==> config.mk <==
export PLATFORM = sky130hd
export DESIGN_NAME = uwire_rom_reader
export DESIGN_NICKNAME = d
export VERILOG_FILES = /design/src/rtl/uwire_rd_pkg.sv /design/src/rtl/uwire_phase_timer.sv /design/src/rtl/uwire_shifter.sv /design/src/rtl/uwire_seq.sv /design/src/rtl/uwire_rom_reader.sv
export SDC_FILE = /design/constraint.sdc
export NUM_CORES = 1
export LEC_CHECK = 0
export BUFFER_PORTS_ARGS = -buffer_cell sky130_fd_sc_hd__buf_2
export CAP_MARGIN = 10
export CELL_PAD_IN_SITES_DETAIL_PLACEMENT = 2
export CELL_PAD_IN_SITES_GLOBAL_PLACEMENT = 2
export CORE_ASPECT_RATIO = 1.75
export CORE_MARGIN = 2
export CORE_UTILIZATION = 30
export DETAILED_ROUTE_END_ITERATION = 12
export PLACE_DENSITY = 0.84
export SYNTH_ARGS = -nofsm -noshare
export SYNTH_HDL_FRONTEND = slang
export SYNTH_HIERARCHICAL = 1
export SYNTH_SLANG_ARGS = --single-unit
==> constraint.sdc <==
create_clock -name clk -period 2.4 [get_ports clk]
set_input_delay 0.48 -clock clk [delete_from_list [all_inputs] [get_ports clk]]
set_output_delay 0.48 -clock clk [all_outputs]
set_load 0.01 [all_outputs]
==> src/rtl/uwire_rd_pkg.sv <==
// Package: shared step encoding and the read opcode for the serial
// EEPROM reader. Assumes a 3-bit opcode sent before the address.
package uwire_rd_pkg;

    // Sequencer steps, one phase each except IDLE.
    typedef enum logic [3:0] {
        ST_IDLE,
        ST_CSON,    // chip select raised, settling
        ST_PREHI,   // leading dummy pulse, high half
        ST_PRELO,   // leading dummy pulse, low half
        ST_SETUP,   // outgoing bit placed, settling
        ST_HI,      // outgoing bit pulse, high half
        ST_LO,      // outgoing bit pulse, low half
        ST_ZERO,    // data out forced low, settling
        ST_RDHI,    // readback pulse, high half
        ST_RDLO,    // readback pulse, low half, sample at end
        ST_CSOFF,   // chip select dropped, settling
        ST_POSTHI,  // trailing pulse, high half
        ST_POSTLO   // trailing pulse, low half
    } step_t;

    localparam logic [2:0] RD_OPCODE = 3'b110;

endpackage

==> src/rtl/uwire_phase_timer.sv <==
// Module: uwire_phase_timer
// Produces a one-cycle tick every PHASE_CYC system clocks while run is high.
// Counting restarts from zero whenever run is low, so the first phase after
// leaving idle is full length. Assumes PHASE_CYC >= 1.
module uwire_phase_timer #(
    parameter int PHASE_CYC = 4
) (
    input  logic clk,
    input  logic rst_n,
    input  logic run,
    output logic tick
);
    localparam int CW = (PHASE_CYC > 1) ? $clog2(PHASE_CYC) : 1;
    localparam logic [CW-1:0] LAST = CW'(PHASE_CYC - 1);

    logic [CW-1:0] cnt;

    // Phase counter: wraps on the last cycle of each phase, held at 0 when idle.
    always_ff @(posedge clk) begin
        if (!rst_n) begin
            cnt <= '0;
        end else if (!run || cnt == LAST) begin
            cnt <= '0;
        end else begin
            cnt <= cnt + 1'b1;
        end
    end

    assign tick = run && (cnt == LAST);

    // the counter never leaves its phase window
    p_cnt_window_r5: assert property (@(posedge clk) disable iff (!rst_n)
        cnt <= LAST);

endmodule

==> src/rtl/uwire_shifter.sv <==
// Module: uwire_shifter
// Holds the outgoing frame (opcode then address, left-aligned) and
// assembles the incoming word. The frame is captured on load; short-mode
// frames drop the upper address bits. Assumes ABITS_LARGE >= ABITS_SMALL.
module uwire_shifter
    import uwire_rd_pkg::*;
#(
    parameter int ABITS_SMALL = 6,
    parameter int ABITS_LARGE = 8,
    parameter int WORD_W      = 16
) (
    input  logic                   clk,
    input  logic                   rst_n,
    input  logic                   load,
    input  logic                   wide,
    input  logic [ABITS_LARGE-1:0] addr,
    input  logic                   shift_tx,
    input  logic                   sample,
    input  logic                   miso,
    output logic                   tx_bit,
    output logic [WORD_W-1:0]      rx_word
);
    localparam int FW  = 3 + ABITS_LARGE;
    localparam int SFW = 3 + ABITS_SMALL;
    localparam int PAD = ABITS_LARGE - ABITS_SMALL;

    logic [FW-1:0]  tx_q;
    logic [FW-1:0]  frame_long;
    logic [FW-1:0]  frame_short;

    assign frame_long  = {RD_OPCODE, addr};
    assign frame_short = FW'({RD_OPCODE, addr[ABITS_SMALL-1:0]}) << PAD;

    // Outgoing frame: captured on load, shifted left after each sent bit.
    always_ff @(posedge clk) begin
        if (!rst_n) begin
            tx_q <= '0;
        end else if (load) begin
            tx_q <= wide ? frame_long : frame_short;
        end else if (shift_tx) begin
            tx_q <= {tx_q[FW-2:0], 1'b0};
        end
    end

    // Incoming word: cleared on load, shifted in MSB first on each sample.
    always_ff @(posedge clk) begin
        if (!rst_n) begin
            rx_word <= '0;
        end else if (load) begin
            rx_word <= '0;
        end else if (sample) begin
            rx_word <= {rx_word[WORD_W-2:0], miso};
        end
    end

    assign tx_bit = tx_q[FW-1];

    // the first bit of a fresh frame is the opcode's leading one
    p_frame_lead_r3: assert property (@(posedge clk) disable iff (!rst_n)
        load |=> tx_bit);

    // short frames never exceed their width (used as a sanity bound)
    initial begin
        assert (SFW <= FW) else $error("short frame wider than long frame");
    end

endmodule

==> src/rtl/uwire_seq.sv <==
// Module: uwire_seq
// Step sequencer for one read: select, dummy pulse, opcode and address bits,
// forced-low readback of WORD_W pulses, deselect, trailing pulse. Each step
// lasts one timer tick. Starts are accepted only in IDLE.
module uwire_seq
    import uwire_rd_pkg::*;
#(
    parameter int ABITS_SMALL = 6,
    parameter int ABITS_LARGE = 8,
    parameter int WORD_W      = 16
) (
    input  logic clk,
    input  logic rst_n,
    input  logic start,
    input  logic wide,
    input  logic tick,
    output logic busy,
    output logic load,
    output logic shift_tx,
    output logic sample,
    output logic cs,
    output logic sck,
    output logic drive,
    output logic done
);
    localparam int FW  = 3 + ABITS_LARGE;
    localparam int SFW = 3 + ABITS_SMALL;
    localparam int MAXN = (FW > WORD_W) ? FW : WORD_W;
    localparam int NW  = $clog2(MAXN + 1);

    step_t         state;
    step_t         nxt;
    logic [NW-1:0] left;

    assign busy     = (state != ST_IDLE);
    assign load     = (state == ST_IDLE) && start;
    assign shift_tx = (state == ST_LO) && tick;
    assign sample   = (state == ST_RDLO) && tick;

    // Next step: advance on each tick, branch on the remaining bit count.
    always_comb begin
        nxt = state;
        unique case (state)
            ST_IDLE:   if (start) nxt = ST_CSON;
            ST_CSON:   if (tick) nxt = ST_PREHI;
            ST_PREHI:  if (tick) nxt = ST_PRELO;
            ST_PRELO:  if (tick) nxt = ST_SETUP;
            ST_SETUP:  if (tick) nxt = ST_HI;
            ST_HI:     if (tick) nxt = ST_LO;
            ST_LO:     if (tick) nxt = (left == NW'(1)) ? ST_ZERO : ST_SETUP;
            ST_ZERO:   if (tick) nxt = ST_RDHI;
            ST_RDHI:   if (tick) nxt = ST_RDLO;
            ST_RDLO:   if (tick) nxt = (left == NW'(1)) ? ST_CSOFF : ST_RDHI;
            ST_CSOFF:  if (tick) nxt = ST_POSTHI;
            ST_POSTHI: if (tick) nxt = ST_POSTLO;
            ST_POSTLO: if (tick) nxt = ST_IDLE;
            default:   nxt = ST_IDLE;
        endcase
    end

    // Step register.
    always_ff @(posedge clk) begin
        if (!rst_n) state <= ST_IDLE;
        else        state <= nxt;
    end

    // Remaining bits: frame length on start, word length entering readback.
    always_ff @(posedge clk) begin
        if (!rst_n) begin
            left <= '0;
        end else if (load) begin
            left <= wide ? NW'(FW) : NW'(SFW);
        end else if (shift_tx || sample) begin
            left <= (left == NW'(1)) ? NW'(WORD_W) : left - 1'b1;
        end
    end

    // Completion pulse at the end of the trailing pulse.
    always_ff @(posedge clk) begin
        if (!rst_n) done <= 1'b0;
        else        done <= (state == ST_POSTLO) && tick;
    end

    // Pin decode from the step.
    always_comb begin
        cs    = (state != ST_IDLE) && (state != ST_CSOFF) &&
                (state != ST_POSTHI) && (state != ST_POSTLO);
        sck   = (state == ST_PREHI) || (state == ST_HI) ||
                (state == ST_RDHI) || (state == ST_POSTHI);
        drive = (state == ST_SETUP) || (state == ST_HI) || (state == ST_LO);
    end

    // idle means deselected with the clock low
    p_idle_quiet_r1: assert property (@(posedge clk) disable iff (!rst_n)
        !busy |-> (!cs && !sck));

    // a start during a transfer never restarts the sequence
    p_no_restart_r10: assert property (@(posedge clk) disable iff (!rst_n)
        (busy && start) |=> (state != ST_CSON));

    // readback is entered with a full word count
    p_rd_count_r7: assert property (@(posedge clk) disable iff (!rst_n)
        (state == ST_ZERO) |-> (left == NW'(WORD_W)));

endmodule

==> src/rtl/uwire_rom_reader.sv <==
// Module: uwire_rom_reader (top)
// Reads one word from a three-wire serial EEPROM. Assumes the device
// samples data on the rising clock and presents its dummy zero on the
// last address pulse. PHASE_CYC sets each clock half and settle interval.
module uwire_rom_reader #(
    parameter int PHASE_CYC   = 4,
    parameter int ABITS_SMALL = 6,
    parameter int ABITS_LARGE = 8,
    parameter int WORD_W      = 16
) (
    input  logic                   clk,
    input  logic                   rst_n,
    input  logic                   start_i,
    input  logic                   wide_i,
    input  logic [ABITS_LARGE-1:0] addr_i,
    output logic                   cs_o,
    output logic                   sck_o,
    output logic                   mosi_o,
    input  logic                   miso_i,
    output logic                   done_o,
    output logic [WORD_W-1:0]      data_o
);
    logic busy, tick, load, shift_tx, sample, drive, tx_bit;

    uwire_phase_timer #(.PHASE_CYC(PHASE_CYC)) u_timer (
        .clk(clk), .rst_n(rst_n), .run(busy), .tick(tick)
    );

    uwire_seq #(
        .ABITS_SMALL(ABITS_SMALL), .ABITS_LARGE(ABITS_LARGE), .WORD_W(WORD_W)
    ) u_seq (
        .clk(clk), .rst_n(rst_n), .start(start_i), .wide(wide_i), .tick(tick),
        .busy(busy), .load(load), .shift_tx(shift_tx), .sample(sample),
        .cs(cs_o), .sck(sck_o), .drive(drive), .done(done_o)
    );

    uwire_shifter #(
        .ABITS_SMALL(ABITS_SMALL), .ABITS_LARGE(ABITS_LARGE), .WORD_W(WORD_W)
    ) u_shift (
        .clk(clk), .rst_n(rst_n), .load(load), .wide(wide_i), .addr(addr_i),
        .shift_tx(shift_tx), .sample(sample), .miso(miso_i),
        .tx_bit(tx_bit), .rx_word(data_o)
    );

    assign mosi_o = drive & tx_bit;

    // data out never moves on a rising serial clock
    p_mosi_setup_r4: assert property (@(posedge clk) disable iff (!rst_n)
        $rose(sck_o) |-> $stable(mosi_o));

    // chip select edges happen only with the clock low
    p_cs_edge_r2: assert property (@(posedge clk) disable iff (!rst_n)
        ($rose(cs_o) || $fell(cs_o)) |-> !sck_o);

    // completion is a single-cycle pulse
    p_done_once_r9: assert property (@(posedge clk) disable iff (!rst_n)
        done_o |=> !done_o);

    // data out is low whenever a sample is taken
    p_rd_low_r6: assert property (@(posedge clk) disable iff (!rst_n)
        sample |-> !mosi_o);

endmodule

-- After elaboration in Yosys (flattened, before gate mapping)
Index checks and enable logic that the tools add are counted.
- flip-flop bits (word level): 39
- bits of input ports: 13
- output and inout bits: 20
- logic and storage cells: 86
- add/sub/neg operators: 2
- eq/ne operators: 30
- muxes and demuxes: 23
- bitwise gates (word level): 2
- reductions and logical operators: 23
- operators with widths (cell ; number):
    $mux 4 ; 13
    $pmux 4 s13 ; 1
    $ne 2x1->1 const B ; 12
    $mux 11 ; 2
    $eq 4x4->1 const B ; 5
    $eq 4x3->1 const B ; 4
    $mux 5 ; 3
    $reduce_and 13->1 ; 1
    $ne 4x4->1 const B ; 3
    $eq 4x2->1 const B ; 2
    $logic_and 1x1->1 ; 8
    $mux 8 ; 1
    $logic_or 1x1->1 ; 7
    $mux 2 ; 3
    $eq 5x1->1 const B ; 1
    $sub 5x1->5 const B ; 1
    $eq 4x1->1 const B ; 1
    $logic_not 4->1 ; 1
    $reduce_bool 2->1 ; 2
    $reduce_bool 4->1 ; 1
    $reduce_or 2->1 ; 2
    $add 2x1->2 const B ; 1
    $eq 2x2->1 const B ; 1
    $ne 2x2->1 const B ; 1
    3 further kinds ; 3

-- Longest topological paths before layout
- depth after elaboration: 6
- gate-level depth with buffers: 11
- mapped depth without buffers: 7

-- Modules after synthesis
The synthesis kept the hierarchy.
- modules (own cells, without submodules) (module ; times used ; cells an instance ; area each (µm²) ; sequential area each (µm²)):
    uwire_shifter ; 1 ; 97 ; 1074.8 ; 540.5
    uwire_seq ; 1 ; 101 ; 730.7 ; 200.2
    uwire_phase_timer ; 1 ; 6 ; 83.8 ; 40.0
    uwire_rom_reader ; 1 ; 1 ; 6.3 ; 0.0

-- Least setup slack after synthesis
Ideal clock, no wire load.
- path kind: register to register
- from: reg u_seq.state[0]
- to: reg u_shift.tx_q[10]
- library setup time: 115 ps
- data arrival time: 2257 ps
- required time: 2285 ps
- path slack: 28 ps
- stages on the path, launching flop included: 11
- buffers on the path: 3
- period minus slack after synthesis: 2372 ps
- path through: dfxtp_1 clkbuf_1 nor4_1 inv_1 and2_2 clkbuf_1 nand2_1 nor3b_1 buf_6 mux2_2 o21a_1
- cells in the longest elaborated chain, start to end: 4
- elaborated cells on any way between the ends: 8
- classes of those cells: eq/ne (1); mux (1); reduce/logical (6)
- ends and longest elaborated chain (item ; RTL line ; text):
    start, declared ; uwire_seq.sv:31 ; step_t state;
    start signal, assigned ; uwire_seq.sv:64 ; else state <= nxt;
    $reduce_bool 4->1 ; uwire_seq.sv:35 ; assign busy = (state != ST_IDLE);
    named net busy ; uwire_rom_reader.sv:23 ; logic busy, tick, load, shift_tx, sample, drive, tx_bit;
    $logic_and 1x1->1 ; uwire_phase_timer.sv:29 ; assign tick = run && (cnt == LAST);
    named net tick ; uwire_rom_reader.sv:23 ;
    $logic_and 1x1->1 ; uwire_seq.sv:37 ; assign shift_tx = (state == ST_LO) && tick;
    named net shift_tx ; uwire_rom_reader.sv:23 ;
    $reduce_bool 2->1 (no line) ; -- ;
    end signal, assigned ; uwire_shifter.sv:39 ; tx_q <= wide ? frame_long : frame_short;
    end signal, assigned ; uwire_shifter.sv:41 ; tx_q <= {tx_q[FW-2:0], 1'b0};
    end, declared ; uwire_shifter.sv:27 ; logic [FW-1:0] tx_q;
The timed path passes the listed nets, and every way through them passes these cells.
A chain may end at the register's enable or synchronous reset.

-- Worst setup path in the final report
- from: reg u_seq.left[0]
- to: reg u_seq.state[1]
- cells in the longest elaborated chain, start to end: 4
- elaborated cells on any way between the ends: 6
- classes of those cells: eq/ne (1); mux (5)
- ends and longest elaborated chain (item ; RTL line ; text):
    start, declared ; uwire_seq.sv:33 ; logic [NW-1:0] left;
    start signal, assigned ; uwire_seq.sv:72 ; left <= wide ? NW'(FW) : NW'(SFW);
    start signal, assigned ; uwire_seq.sv:74 ; left <= (left == NW'(1)) ? NW'(WORD_W) : left - 1'b1;
    $eq 5x1->1 * ; uwire_seq.sv:50, uwire_seq.sv:53 ;
    $mux 2 (on tied branches) ; uwire_seq.sv:53, uwire_seq.sv:50 ;
    $mux 4 (on tied branches) ; uwire_seq.sv:53, uwire_seq.sv:50 ;
    $pmux 4 s13 * ; uwire_seq.sv:43 ; unique case (state)
Every way passes the cells marked *; elsewhere a longest branch is shown, timed or not. The select of a mux whose other input is x is not followed.

==> results.rst <==
.. list-table::
   :header-rows: 1

   * - Metric
     - Value
   * - Die span in x
     - 64.09 um
   * - Die ar.
     - 0.006996 mm^2
   * - Overall track demand over capacity in global routing
     - 15.72%
   * - Crit path launch type
     - flop
   * - Share of async-settable or async-resettable flops after synthesis
     - 0%
   * - Setup violators final
     - 0
   * - Ys flop type
     - sky130_fd_sc_hd__dfxtp_1
   * - Global-route track usage on met2
     - 31.85%
   * - Total wire length after detailed routing
     - 5239 um
   * - Number of global-route vias before repair
     - 1771
   * - Vias per cell
     - about 5.2
   * - Clock tree from TritonCTS
     - yes
   * - Sum of net half-perimeters after detailed placement
     - 3896 um
   * - Maximum operating frequency
     - ~0.47 GHz
   * - Port-buffer cells
     - 32
   * - Worst reg2reg setup slack
     - 0.27 ns
   * - ANT cells
     - 0
   * - Cell with the largest stage delay on the worst path
     - sky130_fd_sc_hd__or4b_1
   * - Worst path top cell family by delay
     - simple AND/OR/NAND/NOR gates
   * - Number of antenna violations at the first check in global routing
     - 0
   * - Data required time of the worst path
     - between 2 and 3 ns
   * - Final std cells w/o fill
     - 319
   * - Crit. End Element
     - flop
   * - Post-layout minimum cycle time
     - 2.132 ns
   * - Clock Skews
     - 0.006218 ns
   * - Post-route ant nets
     - 0
   * - Layout filler cell count
     - 688
   * - DR pass1 iterations
     - 4
   * - Remaining routing DRC violations
     - 0
   * - Area of the core
     - 0.006133 mm^2
   * - Post-synth top area share
     - 41.19%
   * - Starting utilization of the core area
     - just over 30%
   * - Wire length of the first global-routing pass
     - between 8000 and 9000 um
   * - Max IR drop VDD
     - 0.0003827 V
   * - RSZ-0062 raised after global routing
     - no
   * - Global-route track usage on met3
     - 2.890%
   * - Number of hold-slack violations in the final timing report
     - 0
   * - Global placer's final weighted congestion
     - 0.7712
   * - Routed len/inst
     - 16.42 um
   * - Root buffer cell
     - sky130_fd_sc_hd__clkbuf_8
   * - Register area share after synthesis
     - 41.19%
   * - Post-synthesis instance total
     - roughly 200
   * - Number of gates resized after cts
     - 0
   * - Type of the worst min-delay path
     - input pin to flop
   * - Average size of a mapped cell
     - 9.247 um^2
   * - Worst path arrival time
     - about 2.3 ns
   * - Result of the run
     - completed
   * - Critical Path, Cell by Cell
     - ha_1 > or4b_1 > or3_1 > a32o_1 > a31oi_1
   * - Destination of the worst register-to-register timing path
     - u_seq/state[1]
   * - Number of post-CTS setup repair buffers
     - 0
   * - Max Transition Viols Final
     - 0
   * - Number of library cell types mapped by synthesis
     - 44
   * - Peak fanout along the critical path
     - 6
   * - Routed vias
     - 1644
   * - Path depth of the worst reg2reg path
     - 5
   * - Standby leakage power
     - 0.8857 nW
   * - EDFF count, synth
     - 0
   * - Nets
     - 254
   * - Number of top-level pins
     - 33
   * - Portion of the clock cycle consumed by the worst path in the final layout
     - 88.85%
   * - Chip Height
     - 109.2 um
   * - Maximum buffer depth of the clock tree
     - 2
   * - Critical path start-end classification
     - flop to flop
   * - Netlist Area Pre-Place
     - 0.001896 mm^2
   * - Fraction of layout instances using a drive strength above 1
     - 24.69%
   * - Worst skew pair latency
     - around 0.29 ns
   * - Delay contributed by the slowest stage of the critical path
     - 0.59 ns
   * - Most Used Layer, Global Route
     - met2
   * - Worst-margin pin slew
     - 0.5239 ns
   * - Synthesis-to-layout area growth
     - 19.21%
   * - Headroom to the max-slew limit
     - roughly two thirds
   * - CTS hold repair buffers
     - 0
   * - Warnings, synthesis
     - 6
   * - Rows
     - 38
   * - Clock slew seen by the registers of the worst setup and hold paths
     - 0.08 ns
   * - Total of max-cap violations
     - 0
   * - End of the worst hold path
     - u_shift/rx_word[0]
   * - PwrDens
     - 706.6 mW/mm^2
   * - Nets in the synthesized netlist
     - 221
   * - Number of clock sinks
     - 39
   * - Number of buffers created by CTS
     - 5
   * - Count of cells along the worst hold path
     - 3
   * - Synth Register Bits
     - 39
   * - Global Route met1 Usage
     - between 10% and 20%
   * - Total Negative Setup Slacks
     - 0 ns
   * - Maximum number of pins on one net before global-route repair
     - 21
   * - Leading cell types by total area after synthesis
     - sky130_fd_sc_hd__dfxtp_1 41%, sky130_fd_sc_hd__mux2i_1 15%, sky130_fd_sc_hd__nor2_1 4.8%
   * - Starting DRC count in detailed routing
     - 16
   * - CP Buf/Inv Count
     - 0
   * - Clock H-tree levels
     - 2
   * - Most area-hungry cell type in the Yosys netlist
     - sky130_fd_sc_hd__dfxtp_1
   * - Startpoint of the most critical register-to-register path
     - u_seq/left[0]
   * - Worst Hold Launch
     - miso_i
   * - Remaining global-route overflow
     - 0
   * - Number of placed instances, taps included
     - approximately 310
   * - Utilization of the core after routing
     - 36.84%
how the worst max path moves through the flow:
stage	from	end	cells past startpoint
floorplan	u_seq/state[0]	u_shift/tx_q[10]	10
global placement	u_timer/cnt[0]	u_shift/tx_q[1]	6
detailed placement	u_seq/state[2]	u_shift/tx_q[5]	8
CTS	u_timer/cnt[0]	u_shift/tx_q[5]	7
global route	u_seq/state[2]	u_shift/tx_q[0]	8
finish	u_seq/left[0]	u_seq/state[1]	5
layout make-up:
type	instances	area (um^2)	share of cell area (%)
Tap cell	80	100.1	4.430
Clock buffer	5	68.82	3.045
Timing Repair Buffer	40	220.2	9.745
Inverter	6	22.52	0.9967
Sequential cell	39	780.7	34.55
Clock inverter	3	43.79	1.938
Multi-Input combinational cell	146	1023	45.29
metal layers:
metal  wire length [um]  up-vias
met3                155        7
met4                 93        0
met2               3059       35
met1               1930      796
met5                  0        -
li1                   -      806
cells in the mapped netlist, types with 2 or more instances:
cell,n
sky130_fd_sc_hd__dfxtp_1,39
sky130_fd_sc_hd__mux2i_1,29
sky130_fd_sc_hd__nor2_1,24
sky130_fd_sc_hd__a21oi_1,12
sky130_fd_sc_hd__nand2_1,9
sky130_fd_sc_hd__clkbuf_1,7
sky130_fd_sc_hd__o21ai_0,7
sky130_fd_sc_hd__inv_1,6
sky130_fd_sc_hd__o22ai_1,6
sky130_fd_sc_hd__buf_2,5
sky130_fd_sc_hd__nand3_1,5
sky130_fd_sc_hd__o21a_1,5
sky130_fd_sc_hd__mux2_2,4
sky130_fd_sc_hd__nand2b_1,4
sky130_fd_sc_hd__a31oi_1,3
sky130_fd_sc_hd__ha_1,3
sky130_fd_sc_hd__nor2b_1,3
sky130_fd_sc_hd__o211ai_1,3
sky130_fd_sc_hd__buf_6,2
sky130_fd_sc_hd__nand4_1,2
sky130_fd_sc_hd__nor4bb_1,2
sky130_fd_sc_hd__o31ai_1,2
sky130_fd_sc_hd__or3_1,2
registers in the layout, summed over array words and instances (netlist names):
register / flops
u_seq/done: 1
u_seq/left: 5
u_seq/state: 4
u_shift/rx_word: 16
u_shift/tx_q: 11
u_timer/cnt: 2
metrics by stage:
step	power [mW]	hold slack (ns)	area, um^2	setup WS [ns]
2_1_floorplan	0.9527	0.4544	1896	0.02791
3_3_place_gp	1.045	0.4700	2147	0.4003
3_5_place_dp	1.059	0.5028	2147	0.2714
4_1_cts	1.622	0.4241	2260	0.2445
5_1_grt	1.686	0.4606	2260	0.1352
6_report	1.597	0.4354	2260	0.2677
tightest hold or removal path, cell delays in order:
cell	delay (ns)
sky130_fd_sc_hd__buf_2	0.08
sky130_fd_sc_hd__mux2i_1	0.06
sky130_fd_sc_hd__nor2_1	0.08
logic make-up after synthesis:
family	synth area share, %
flops	41.19
simple gates	18.75
compound gates	15.31
fa+ha+maj	1.980
mux	17.69
buf+inv	5.082
cells in the final DEF, fill, tap and decap left out, types with 2 or more instances in the layout:
master and count:
sky130_fd_sc_hd__nor4bb_1 2, sky130_fd_sc_hd__clkbuf_8 5, sky130_fd_sc_hd__nand2_1 9, sky130_fd_sc_hd__buf_2 32, sky130_fd_sc_hd__a31oi_1 3, sky130_fd_sc_hd__buf_4 8, sky130_fd_sc_hd__dfxtp_1 39, sky130_fd_sc_hd__o21a_1 5
sky130_fd_sc_hd__mux2i_1 29, sky130_fd_sc_hd__a21oi_1 12, sky130_fd_sc_hd__nand3_1 5, sky130_fd_sc_hd__nor2_1 24, sky130_fd_sc_hd__or3_1 2, sky130_fd_sc_hd__inv_1 6, sky130_fd_sc_hd__o22ai_1 6, sky130_fd_sc_hd__mux2_2 4
sky130_fd_sc_hd__nand4_1 2, sky130_fd_sc_hd__nor2b_1 3, sky130_fd_sc_hd__o211ai_1 3, sky130_fd_sc_hd__ha_1 3, sky130_fd_sc_hd__nand2b_1 4, sky130_fd_sc_hd__o31ai_1 2, sky130_fd_sc_hd__o21ai_0 7
where the power goes:
| group | total, mW | internal (mW) | switching (mW) |
|---|---|---|---|
| Clock | 0.552 | 0.310 | 0.243 |
| Sequential | 0.722 | 0.693 | 0.0289 |
| Combinational | 0.322 | 0.133 | 0.190 |
| Total | 1.60 | 1.14 | 0.461 |
Power figures use the tool's default switching activity.
